**src/rtl/snoop_pkg.sv**
```systemverilog
package snoop_pkg;
    typedef enum logic [1:0] {
        LN_INV = 2'd0,
        LN_SHR = 2'd1,
        LN_MOD = 2'd2
    } line_st_e;

    typedef enum logic [2:0] {
        BC_IDLE   = 3'd0,
        BC_RDMISS = 3'd1,
        BC_WRMISS = 3'd2,
        BC_INVAL  = 3'd3,
        BC_WBACK  = 3'd4
    } bus_cmd_e;

    typedef enum logic [2:0] {
        CS_IDLE,
        CS_TAG,
        CS_WBACK,
        CS_UPGR,
        CS_FILL,
        CS_DONE
    } ctl_st_e;
endpackage

```
**src/rtl/snoop_line_store.sv**
```systemverilog
module snoop_line_store
    import snoop_pkg::*;
#(
    parameter int LINES = 4,
    parameter int TAG_W = 6,
    parameter int DW    = 16,
    localparam int IDX_W = $clog2(LINES)
) (
    input  logic             clk,
    input  logic             rst_n,
    input  logic [IDX_W-1:0] a_idx,
    output line_st_e         a_st,
    output logic [TAG_W-1:0] a_tag,
    output logic [DW-1:0]    a_data,
    input  logic [IDX_W-1:0] b_idx,
    output line_st_e         b_st,
    output logic [TAG_W-1:0] b_tag,
    output logic [DW-1:0]    b_data,
    input  logic             own_we,
    input  logic [IDX_W-1:0] own_idx,
    input  line_st_e         own_st,
    input  logic [TAG_W-1:0] own_tag,
    input  logic [DW-1:0]    own_data,
    input  logic             snp_we,
    input  logic [IDX_W-1:0] snp_idx,
    input  line_st_e         snp_st
);
    line_st_e         st_q   [LINES];
    logic [TAG_W-1:0] tag_q  [LINES];
    logic [DW-1:0]    data_q [LINES];

    always_ff @(posedge clk) begin
        for (int i = 0; i < LINES; i++) begin
            if (!rst_n) begin
                st_q[i] <= LN_INV;
            end else if (own_we && own_idx == IDX_W'(i)) begin
                st_q[i] <= own_st;
            end else if (snp_we && snp_idx == IDX_W'(i)) begin
                st_q[i] <= snp_st;
            end
        end
    end

    always_ff @(posedge clk) begin
        if (own_we) begin
            tag_q[own_idx]  <= own_tag;
            data_q[own_idx] <= own_data;
        end
    end

    assign a_st   = st_q[a_idx];
    assign a_tag  = tag_q[a_idx];
    assign a_data = data_q[a_idx];
    assign b_st   = st_q[b_idx];
    assign b_tag  = tag_q[b_idx];
    assign b_data = data_q[b_idx];


    own_snp_clash_chk: assert property (@(posedge clk) disable iff (!rst_n)
        !(own_we && snp_we && own_idx == snp_idx));
endmodule

```
**src/rtl/snoop_responder.sv**
```systemverilog
module snoop_responder
    import snoop_pkg::*;
#(
    parameter int TAG_W = 6,
    parameter int DW    = 16
) (
    input  logic             bus_valid,
    input  logic             own_active,
    input  bus_cmd_e         bus_cmd,
    input  logic [TAG_W-1:0] bus_tag,
    input  line_st_e         b_st,
    input  logic [TAG_W-1:0] b_tag,
    input  logic [DW-1:0]    b_data,
    output logic             snp_we,
    output line_st_e         snp_st,
    output logic             supply,
    output logic [DW-1:0]    supply_data
);
    logic match;

    assign match = bus_valid && !own_active && (b_st != LN_INV) && (b_tag == bus_tag);

    always_comb begin
        snp_we      = 1'b0;
        snp_st      = b_st;
        supply      = 1'b0;
        supply_data = b_data;
        if (match) begin
            unique case (bus_cmd)
                BC_RDMISS: begin
                    if (b_st == LN_MOD) begin
                        snp_we = 1'b1;
                        snp_st = LN_SHR;
                        supply = 1'b1;
                    end
                end
                BC_WRMISS: begin
                    snp_we = 1'b1;
                    snp_st = LN_INV;
                    supply = (b_st == LN_MOD);
                end
                BC_INVAL: begin
                    snp_we = 1'b1;
                    snp_st = LN_INV;
                end
                default: begin
                    snp_we = 1'b0;
                end
            endcase
        end
    end
endmodule

```
**src/rtl/snoop_ctl_fsm.sv**
```systemverilog
module snoop_ctl_fsm
    import snoop_pkg::*;
#(
    parameter int AW    = 8,
    parameter int DW    = 16,
    parameter int LINES = 4,
    localparam int IDX_W = $clog2(LINES),
    localparam int TAG_W = AW - IDX_W
) (
    input  logic             clk,
    input  logic             rst_n,
    input  logic             cpu_req,
    input  logic             cpu_we,
    input  logic [AW-1:0]    cpu_addr,
    input  logic [DW-1:0]    cpu_wdata,
    output logic             cpu_done,
    output logic [DW-1:0]    cpu_rdata,
    output logic             bus_req,
    input  logic             bus_gnt,
    input  logic [DW-1:0]    bus_rdata,
    output bus_cmd_e         cmd_o,
    output logic [AW-1:0]    addr_o,
    output logic [DW-1:0]    data_o,
    output logic [IDX_W-1:0] a_idx,
    input  line_st_e         a_st,
    input  logic [TAG_W-1:0] a_tag,
    input  logic [DW-1:0]    a_data,
    input  logic             snp_we,
    input  logic [IDX_W-1:0] snp_idx,
    output logic             own_we,
    output line_st_e         own_st,
    output logic [TAG_W-1:0] own_tag,
    output logic [DW-1:0]    own_data
);
    ctl_st_e          st_q, st_d;
    logic             rq_we;
    logic [AW-1:0]    rq_addr;
    logic [DW-1:0]    rq_data;
    logic [IDX_W-1:0] rq_idx;
    logic [TAG_W-1:0] rq_tag;
    logic             hit, granted, snp_clash;

    assign rq_idx    = rq_addr[IDX_W-1:0];
    assign rq_tag    = rq_addr[AW-1:IDX_W];
    assign a_idx     = rq_idx;
    assign hit       = (a_st != LN_INV) && (a_tag == rq_tag);
    assign granted   = bus_req && bus_gnt;
    assign snp_clash = snp_we && (snp_idx == rq_idx);

    always_ff @(posedge clk) begin
        if (!rst_n) begin
            st_q    <= CS_IDLE;
            rq_we   <= 1'b0;
            rq_addr <= '0;
            rq_data <= '0;
        end else begin
            st_q <= st_d;
            if (st_q == CS_IDLE && cpu_req) begin
                rq_we   <= cpu_we;
                rq_addr <= cpu_addr;
                rq_data <= cpu_wdata;
            end
        end
    end

    always_comb begin
        st_d = st_q;
        unique case (st_q)
            CS_IDLE:  if (cpu_req) st_d = CS_TAG;
            CS_TAG: begin
                if (snp_clash)                        st_d = CS_TAG;
                else if (hit && (!rq_we || a_st == LN_MOD)) st_d = CS_DONE;
                else if (hit)                         st_d = CS_UPGR;
                else if (a_st == LN_MOD)              st_d = CS_WBACK;
                else                                  st_d = CS_FILL;
            end
            CS_WBACK: if (a_st != LN_MOD || granted) st_d = CS_FILL;
            CS_UPGR: begin
                if (!(a_st == LN_SHR && a_tag == rq_tag)) st_d = CS_FILL;
                else if (granted)                        st_d = CS_DONE;
            end
            CS_FILL:  if (granted) st_d = CS_DONE;
            CS_DONE:  st_d = CS_IDLE;
            default:  st_d = CS_IDLE;
        endcase
    end

    always_comb begin
        cpu_done  = 1'b0;
        cpu_rdata = a_data;
        bus_req   = 1'b0;
        cmd_o     = BC_IDLE;
        addr_o    = rq_addr;
        data_o    = rq_data;
        own_we    = 1'b0;
        own_st    = LN_MOD;
        own_tag   = rq_tag;
        own_data  = rq_data;
        unique case (st_q)
            CS_IDLE: ;
            CS_TAG: begin
                own_we = !snp_clash && hit && rq_we && (a_st == LN_MOD);
            end
            CS_WBACK: begin
                bus_req  = (a_st == LN_MOD);
                cmd_o    = BC_WBACK;
                addr_o   = {a_tag, rq_idx};
                data_o   = a_data;
                own_we   = granted;
                own_st   = LN_INV;
                own_tag  = a_tag;
                own_data = a_data;
            end
            CS_UPGR: begin
                bus_req = (a_st == LN_SHR) && (a_tag == rq_tag);
                cmd_o   = BC_INVAL;
                own_we  = granted;
            end
            CS_FILL: begin
                bus_req  = 1'b1;
                cmd_o    = rq_we ? BC_WRMISS : BC_RDMISS;
                own_we   = granted;
                own_st   = rq_we ? LN_MOD : LN_SHR;
                own_data = rq_we ? rq_data : bus_rdata;
            end
            CS_DONE: cpu_done = 1'b1;
            default: ;
        endcase
    end


    req_hold_chk: assert property (@(posedge clk) disable iff (!rst_n)
        (bus_req && !bus_gnt && !snp_we) |=> (bus_req && $stable(cmd_o) && $stable(addr_o)));

    done_pulse_chk: assert property (@(posedge clk) disable iff (!rst_n)
        cpu_done |=> !cpu_done);

    rd_fill_done_chk: assert property (@(posedge clk) disable iff (!rst_n)
        (granted && cmd_o == BC_RDMISS) |=> cpu_done);

    upgr_done_chk: assert property (@(posedge clk) disable iff (!rst_n)
        (granted && cmd_o == BC_INVAL) |=> cpu_done);

    wb_then_fill_chk: assert property (@(posedge clk) disable iff (!rst_n)
        (granted && cmd_o == BC_WBACK) |=> (bus_req && (cmd_o == BC_RDMISS || cmd_o == BC_WRMISS)));
endmodule

```
**src/rtl/snoop_cache_ctrl.sv**
```systemverilog
module snoop_cache_ctrl
    import snoop_pkg::*;
#(
    parameter int AW    = 8,
    parameter int DW    = 16,
    parameter int LINES = 4
) (
    input  logic          clk,
    input  logic          rst_n,
    input  logic          cpu_req,
    input  logic          cpu_we,
    input  logic [AW-1:0] cpu_addr,
    input  logic [DW-1:0] cpu_wdata,
    output logic          cpu_done,
    output logic [DW-1:0] cpu_rdata,
    output logic          bus_req,
    input  logic          bus_gnt,
    output logic [2:0]    bus_cmd_o,
    output logic [AW-1:0] bus_addr_o,
    output logic [DW-1:0] bus_data_o,
    input  logic          bus_valid,
    input  logic [2:0]    bus_cmd_i,
    input  logic [AW-1:0] bus_addr_i,
    input  logic [DW-1:0] bus_rdata,
    output logic          snp_supply,
    output logic [DW-1:0] snp_data
);
    localparam int IDX_W = $clog2(LINES);
    localparam int TAG_W = AW - IDX_W;

    logic [IDX_W-1:0] a_idx, b_idx;
    line_st_e         a_st, b_st, own_st, snp_st;
    logic [TAG_W-1:0] a_tag, b_tag, own_tag, bus_tag;
    logic [DW-1:0]    a_data, b_data, own_data;
    logic             own_we, snp_we, own_active;
    bus_cmd_e         cmd_e;

    assign b_idx      = bus_addr_i[IDX_W-1:0];
    assign bus_tag    = bus_addr_i[AW-1:IDX_W];
    assign own_active = bus_req && bus_gnt;
    assign bus_cmd_o  = cmd_e;

    snoop_ctl_fsm #(.AW(AW), .DW(DW), .LINES(LINES)) u_fsm (
        .clk(clk), .rst_n(rst_n),
        .cpu_req(cpu_req), .cpu_we(cpu_we), .cpu_addr(cpu_addr), .cpu_wdata(cpu_wdata),
        .cpu_done(cpu_done), .cpu_rdata(cpu_rdata),
        .bus_req(bus_req), .bus_gnt(bus_gnt), .bus_rdata(bus_rdata),
        .cmd_o(cmd_e), .addr_o(bus_addr_o), .data_o(bus_data_o),
        .a_idx(a_idx), .a_st(a_st), .a_tag(a_tag), .a_data(a_data),
        .snp_we(snp_we), .snp_idx(b_idx),
        .own_we(own_we), .own_st(own_st), .own_tag(own_tag), .own_data(own_data)
    );

    snoop_line_store #(.LINES(LINES), .TAG_W(TAG_W), .DW(DW)) u_store (
        .clk(clk), .rst_n(rst_n),
        .a_idx(a_idx), .a_st(a_st), .a_tag(a_tag), .a_data(a_data),
        .b_idx(b_idx), .b_st(b_st), .b_tag(b_tag), .b_data(b_data),
        .own_we(own_we), .own_idx(a_idx), .own_st(own_st), .own_tag(own_tag), .own_data(own_data),
        .snp_we(snp_we), .snp_idx(b_idx), .snp_st(snp_st)
    );

    snoop_responder #(.TAG_W(TAG_W), .DW(DW)) u_resp (
        .bus_valid(bus_valid), .own_active(own_active),
        .bus_cmd(bus_cmd_e'(bus_cmd_i)), .bus_tag(bus_tag),
        .b_st(b_st), .b_tag(b_tag), .b_data(b_data),
        .snp_we(snp_we), .snp_st(snp_st),
        .supply(snp_supply), .supply_data(snp_data)
    );
endmodule

```
**config.mk**
```make
export PLATFORM = sky130hd
export DESIGN_NAME = snoop_cache_ctrl
export DESIGN_NICKNAME = d
export VERILOG_FILES = /design/src/rtl/snoop_pkg.sv /design/src/rtl/snoop_line_store.sv /design/src/rtl/snoop_responder.sv /design/src/rtl/snoop_ctl_fsm.sv /design/src/rtl/snoop_cache_ctrl.sv
export SDC_FILE = /design/constraint.sdc
export NUM_CORES = 1
export LEC_CHECK = 0
export BUFFER_PORTS_ARGS = -buffer_cell sky130_fd_sc_hd__buf_4
export CORE_UTILIZATION = 47
export CTS_BUF_LIST = sky130_fd_sc_hd__clkbuf_8
export CTS_CLUSTER_SIZE = 30
export DETAILED_ROUTE_END_ITERATION = 16
export PLACE_DENSITY = 0.78
export SYNTH_ARGS = -nofsm -noshare
export SYNTH_HDL_FRONTEND = slang
export SYNTH_SLANG_ARGS = --single-unit
```
**constraint.sdc**
```tcl
create_clock -name clk -period 3.4 [get_ports clk]
set_input_delay 0.51 -clock clk [delete_from_list [all_inputs] [get_ports clk]]
set_output_delay 0.51 -clock clk [all_outputs]
set_load 0.005 [all_outputs]
```
==> PnR_summary.wiki <==
{| class="wikitable"
! Metric !! Value
|-
| Ports placed on the boundary || 119
|-
| Cell type of the slowest stage on the worst timing path || sky130_fd_sc_hd__nor2_4
|-
| Number of antenna violations at the first check in global routing || 0
|-
| Std-Cell Core Area || 0.01335 sq mm
|-
| Capturing instance or port of the critical path || u_store.data_q[0][13]
|-
| Total wire length || 17.23 mm
|-
| Chip Height || 119.4 um
|-
| Count of synthesis-stage warnings from yosys || 0
|-
| Post-synthesis cell count || 511
|-
| Min setup slack post-route || 188.3 ps
|-
| Footprint of the multi-input gates || 0.002834 sq mm
|-
| Run status || finished, final reports clean
|-
| Fin. Hold Viols || 0
|-
| Number of clock buffers inserted by TritonCTS || 17
|-
| Leading area contributor after synthesis || sky130_fd_sc_hd__edfxtp_1
|-
| Worst-case register-to-register setup slack || 190 ps
|-
| Via count normalized by instance count || 5.983
|-
| Maximum achievable frequency || 0.3114 GHz
|-
| Most repeated library cell on the critical path || sky130_fd_sc_hd__buf_4
|-
| Maximum level of the CTS H-tree || 4
|-
| Most frequent cell after synthesis || sky130_fd_sc_hd__nand2_1
|-
| Initial DRC count || 507
|-
| Worst-path fanout max || 22
|-
| DR WL/cell || 20.42 um
|-
| Post-synth top cells || sky130_fd_sc_hd__nand2_1, sky130_fd_sc_hd__edfxtp_1, sky130_fd_sc_hd__mux4_2
|-
| Synth unique cells || 55
|-
| RSZ-0062 raised after global routing || no
|-
| Remaining antenna violation count || 0
|-
| Pwr per Cell Area || 540.3 mW/mm^2
|-
| CP Launch Type || register
|-
| Final worst path period share || 0.9446
|-
| Post-synth top area share || 0.4453
|-
| Worst Max-Slew Pin Slew || 1250 ps
|-
| Final instance count without filler cells || 844
|-
| Maximum vdd ir drop || 0.0004382 V
|-
| Horizontal die dimension || 119.4 um
|-
| Cell count after placement || 808
|-
| # DRC || 0
|-
| Synthesized area per cell || 12.67 sq um
|-
| Top cells by area, synth || sky130_fd_sc_hd__edfxtp_1, sky130_fd_sc_hd__mux4_2, sky130_fd_sc_hd__dfxtp_1, sky130_fd_sc_hd__nand2_1, sky130_fd_sc_hd__a21boi_0
|-
| Via count of the first global-routing pass || 4914
|-
| NumNets Final || 712
|-
| Worst reg2reg endpoint || u_store.data_q[0][13]
|-
| Buffer levels on the longest clock path || 2
|-
| Number of inserted filler cells in the final layout || 1008
|-
| Number of diodes || 0
|-
| Total overflow reported by the global router || 0
|-
| Wire length of the first global-routing pass || 26.69 mm
|-
| Data required time at the worst endpoint || 3470 ps
|-
| HPWL after DPL || 12.22 mm
|-
| Number of detailed-routing iterations run before antenna repair || 7
|-
| Commonest register cell after synthesis || sky130_fd_sc_hd__edfxtp_1
|-
| Clock-pin slew on the worst setup and hold paths || 70 ps
|-
| Clock skew || 9.145 ps
|-
| Worst reg-to-reg path cell count || 8
|-
| Number of sinks driven by the clock tree || 126
|-
| Layout cells sized above 1 || 0.3817
|-
| Share of the core filled with cells in the final layout || 0.6143
|-
| Area taken by flip-flops and latches || 0.003488 sq mm
|-
| CP endpoint kind || register
|-
| Minimum clock period after layout || 3212 ps
|-
| Port bufs || 118
|-
| Post-placement cell area || 0.007702 sq mm
|-
| Area of the mapped netlist || 0.006474 sq mm
|-
| Insertion delay to the later sink of the worst-skew pair || 450 ps
|-
| CTS tree || yes
|-
| Root Buffer Master || sky130_fd_sc_hd__clkbuf_8
|-
| Post-place setup slack || -147.9 ps
|-
| Register area share after synthesis || 0.5381
|-
| Count of endpoints failing setup in the final report || 0
|-
| Critical path class || reg2reg
|-
| Max-cap check violation count || 0
|-
| Async S/R FF share, synth || 0
|-
| Num rows || 42
|-
| Setup TNS || 0 ps
|-
| Worst path max stage delay || 580 ps
|-
| Count of state elements after synthesis || 126
|-
| Placer Congestion || 0.9157
|-
| Worst hold-check path type || in2reg
|-
| Count of hold buffers inserted by post-cts repair || 0
|-
| Post-route worst hold slack || 314.2 ps
|-
| Number of nets produced by synthesis || 568
|-
| Routed via count || 5050
|-
| Starting density of the core || 0.4850
|-
| Pin count of the biggest net entering global routing || 39
|-
| Syn-to-layout area delta || 26.65%
|-
| Global-route usage over all layers || 0.2513
|-
| Leakage power || 3.155 nW
|-
| List of cells traversed by the critical path || buf_4, mux4_2, xnor2_1, nand4_1, buf_4, or2_4, o32a_4, nor2_4
|-
| Normalized max-slew margin || 0.1639
|-
| Number of pins exceeding their max-slew limit in the final report || 0
|-
| Number of enable-type register cells in the synthesized netlist || 96
|-
| Critical Path AT || 3290 ps
|-
| Power Total || 4.430 mW
|-
| Die Area || 0.01425 sq mm
|-
| Post-layout instance area || 0.008199 sq mm
|}
==> flip-flops by register name, indices dropped and copies added (netlist names), named ones only <==
register and count:
u_fsm.rq_data 16, u_fsm.rq_we 1, u_store.st_q 8, u_fsm.rq_addr 8
u_fsm.st_q 3, u_store.tag_q 24, u_store.data_q 64
==> timing repair <==
item / CTS / global route
buffers inserted: 0 / 4
pin swaps: 0 / 1
gates resized for setup: 2 / 3
cloned: 0 / 0
endpoints found under the setup margin: 44 / 2
==> logic make-up (layout without fill, tap and decap cells) <==
family | Yosys count | in the layout | synth area share
simple gates | 205 | 205 | 0.1401
xor+xnor | 15 | 15 | 0.02261
flops | 126 | 126 | 0.5381
mux | 49 | 49 | 0.1739
compound gates | 77 | 77 | 0.09625
buf+inv | 39 | 196 | 0.02899
==> layout by cell type, fill, tap and decap left out, types with 2 or more instances in the layout <==
cell type	instances
sky130_fd_sc_hd__nand4_1	7
sky130_fd_sc_hd__o21ai_0	5
sky130_fd_sc_hd__nor2b_1	10
sky130_fd_sc_hd__or2_4	2
sky130_fd_sc_hd__a22oi_1	15
sky130_fd_sc_hd__o31ai_1	2
sky130_fd_sc_hd__clkbuf_8	19
sky130_fd_sc_hd__nand2b_1	5
sky130_fd_sc_hd__xnor2_1	13
sky130_fd_sc_hd__mux4_1	6
sky130_fd_sc_hd__clkinvlp_4	2
sky130_fd_sc_hd__nor2_1	10
sky130_fd_sc_hd__o32a_4	2
sky130_fd_sc_hd__o22ai_2	2
sky130_fd_sc_hd__nand3_1	6
sky130_fd_sc_hd__clkinv_4	3
sky130_fd_sc_hd__nand3b_1	2
sky130_fd_sc_hd__o21ai_1	4
sky130_fd_sc_hd__o22ai_1	2
sky130_fd_sc_hd__nand2_1	144
sky130_fd_sc_hd__dfxtp_1	28
sky130_fd_sc_hd__bufinv_16	4
sky130_fd_sc_hd__nor2_2	2
sky130_fd_sc_hd__xnor2_2	2
sky130_fd_sc_hd__edfxtp_1	96
sky130_fd_sc_hd__mux4_2	43
sky130_fd_sc_hd__buf_4	158
sky130_fd_sc_hd__o31a_1	3
sky130_fd_sc_hd__a21boi_0	28
sky130_fd_sc_hd__inv_1	6
sky130_fd_sc_hd__nor2_4	2
sky130_fd_sc_hd__clkinv_2	2
sky130_fd_sc_hd__o2111ai_1	2
sky130_fd_sc_hd__or3_1	3
==> metal layers <==
layer	wire (um)	vias to the layer above	GRT usage
met5	0	-	0
met4	335	0	0.08828
met3	1558	36	0.06513
met2	8614	281	0.4211
met1	6724	2503	0.3154
li1	-	2230	-
==> cell type report <==
type                       count  area share
clock buffer                  19     0.03189
tap                          176     0.02686
sequential                   126      0.4255
inverter                       6    0.002747
clock inverter                13     0.02274
timing repair buffer         158      0.1447
multi-input combinational    346      0.3456
==> critical path: cells and delay by family (launching register included) <==
family / cells / cell delay (ps)
flip-flops: 1 / 420
buffers and inverters: 2 / 320
AO/OA/AOI/OAI: 1 / 410
AND/OR/NAND/NOR: 3 / 1000
XOR/XNOR: 1 / 160
multiplexers: 1 / 510
==> power by group <==
part	leakage, nW	switching, mW	total [mW]	internal (mW)
Sequential	1.14	0.100	1.91	1.81
Clock	0.223	0.607	1.45	0.840
Combinational	1.79	0.570	1.07	0.504
Total	3.15	1.28	4.43	3.15
==> how the worst min path moves through the flow <==
stage | start | end | slack [ps] | depth (start not counted)
after floorplan | u_fsm.rq_data[11] | u_fsm.rq_data[11] | 460 | 2
after global placement | u_fsm.rq_data[12] | u_fsm.rq_data[12] | 460 | 2
after detailed placement | u_fsm.rq_data[1] | u_fsm.rq_data[1] | 470 | 2
after CTS | cpu_addr[7] | u_fsm.rq_addr[7] | 310 | 3
after global routing | cpu_addr[4] | u_fsm.rq_addr[4] | 320 | 3
final | cpu_addr[7] | u_fsm.rq_addr[7] | 310 | 3
(Power assumes the default switching activity.)
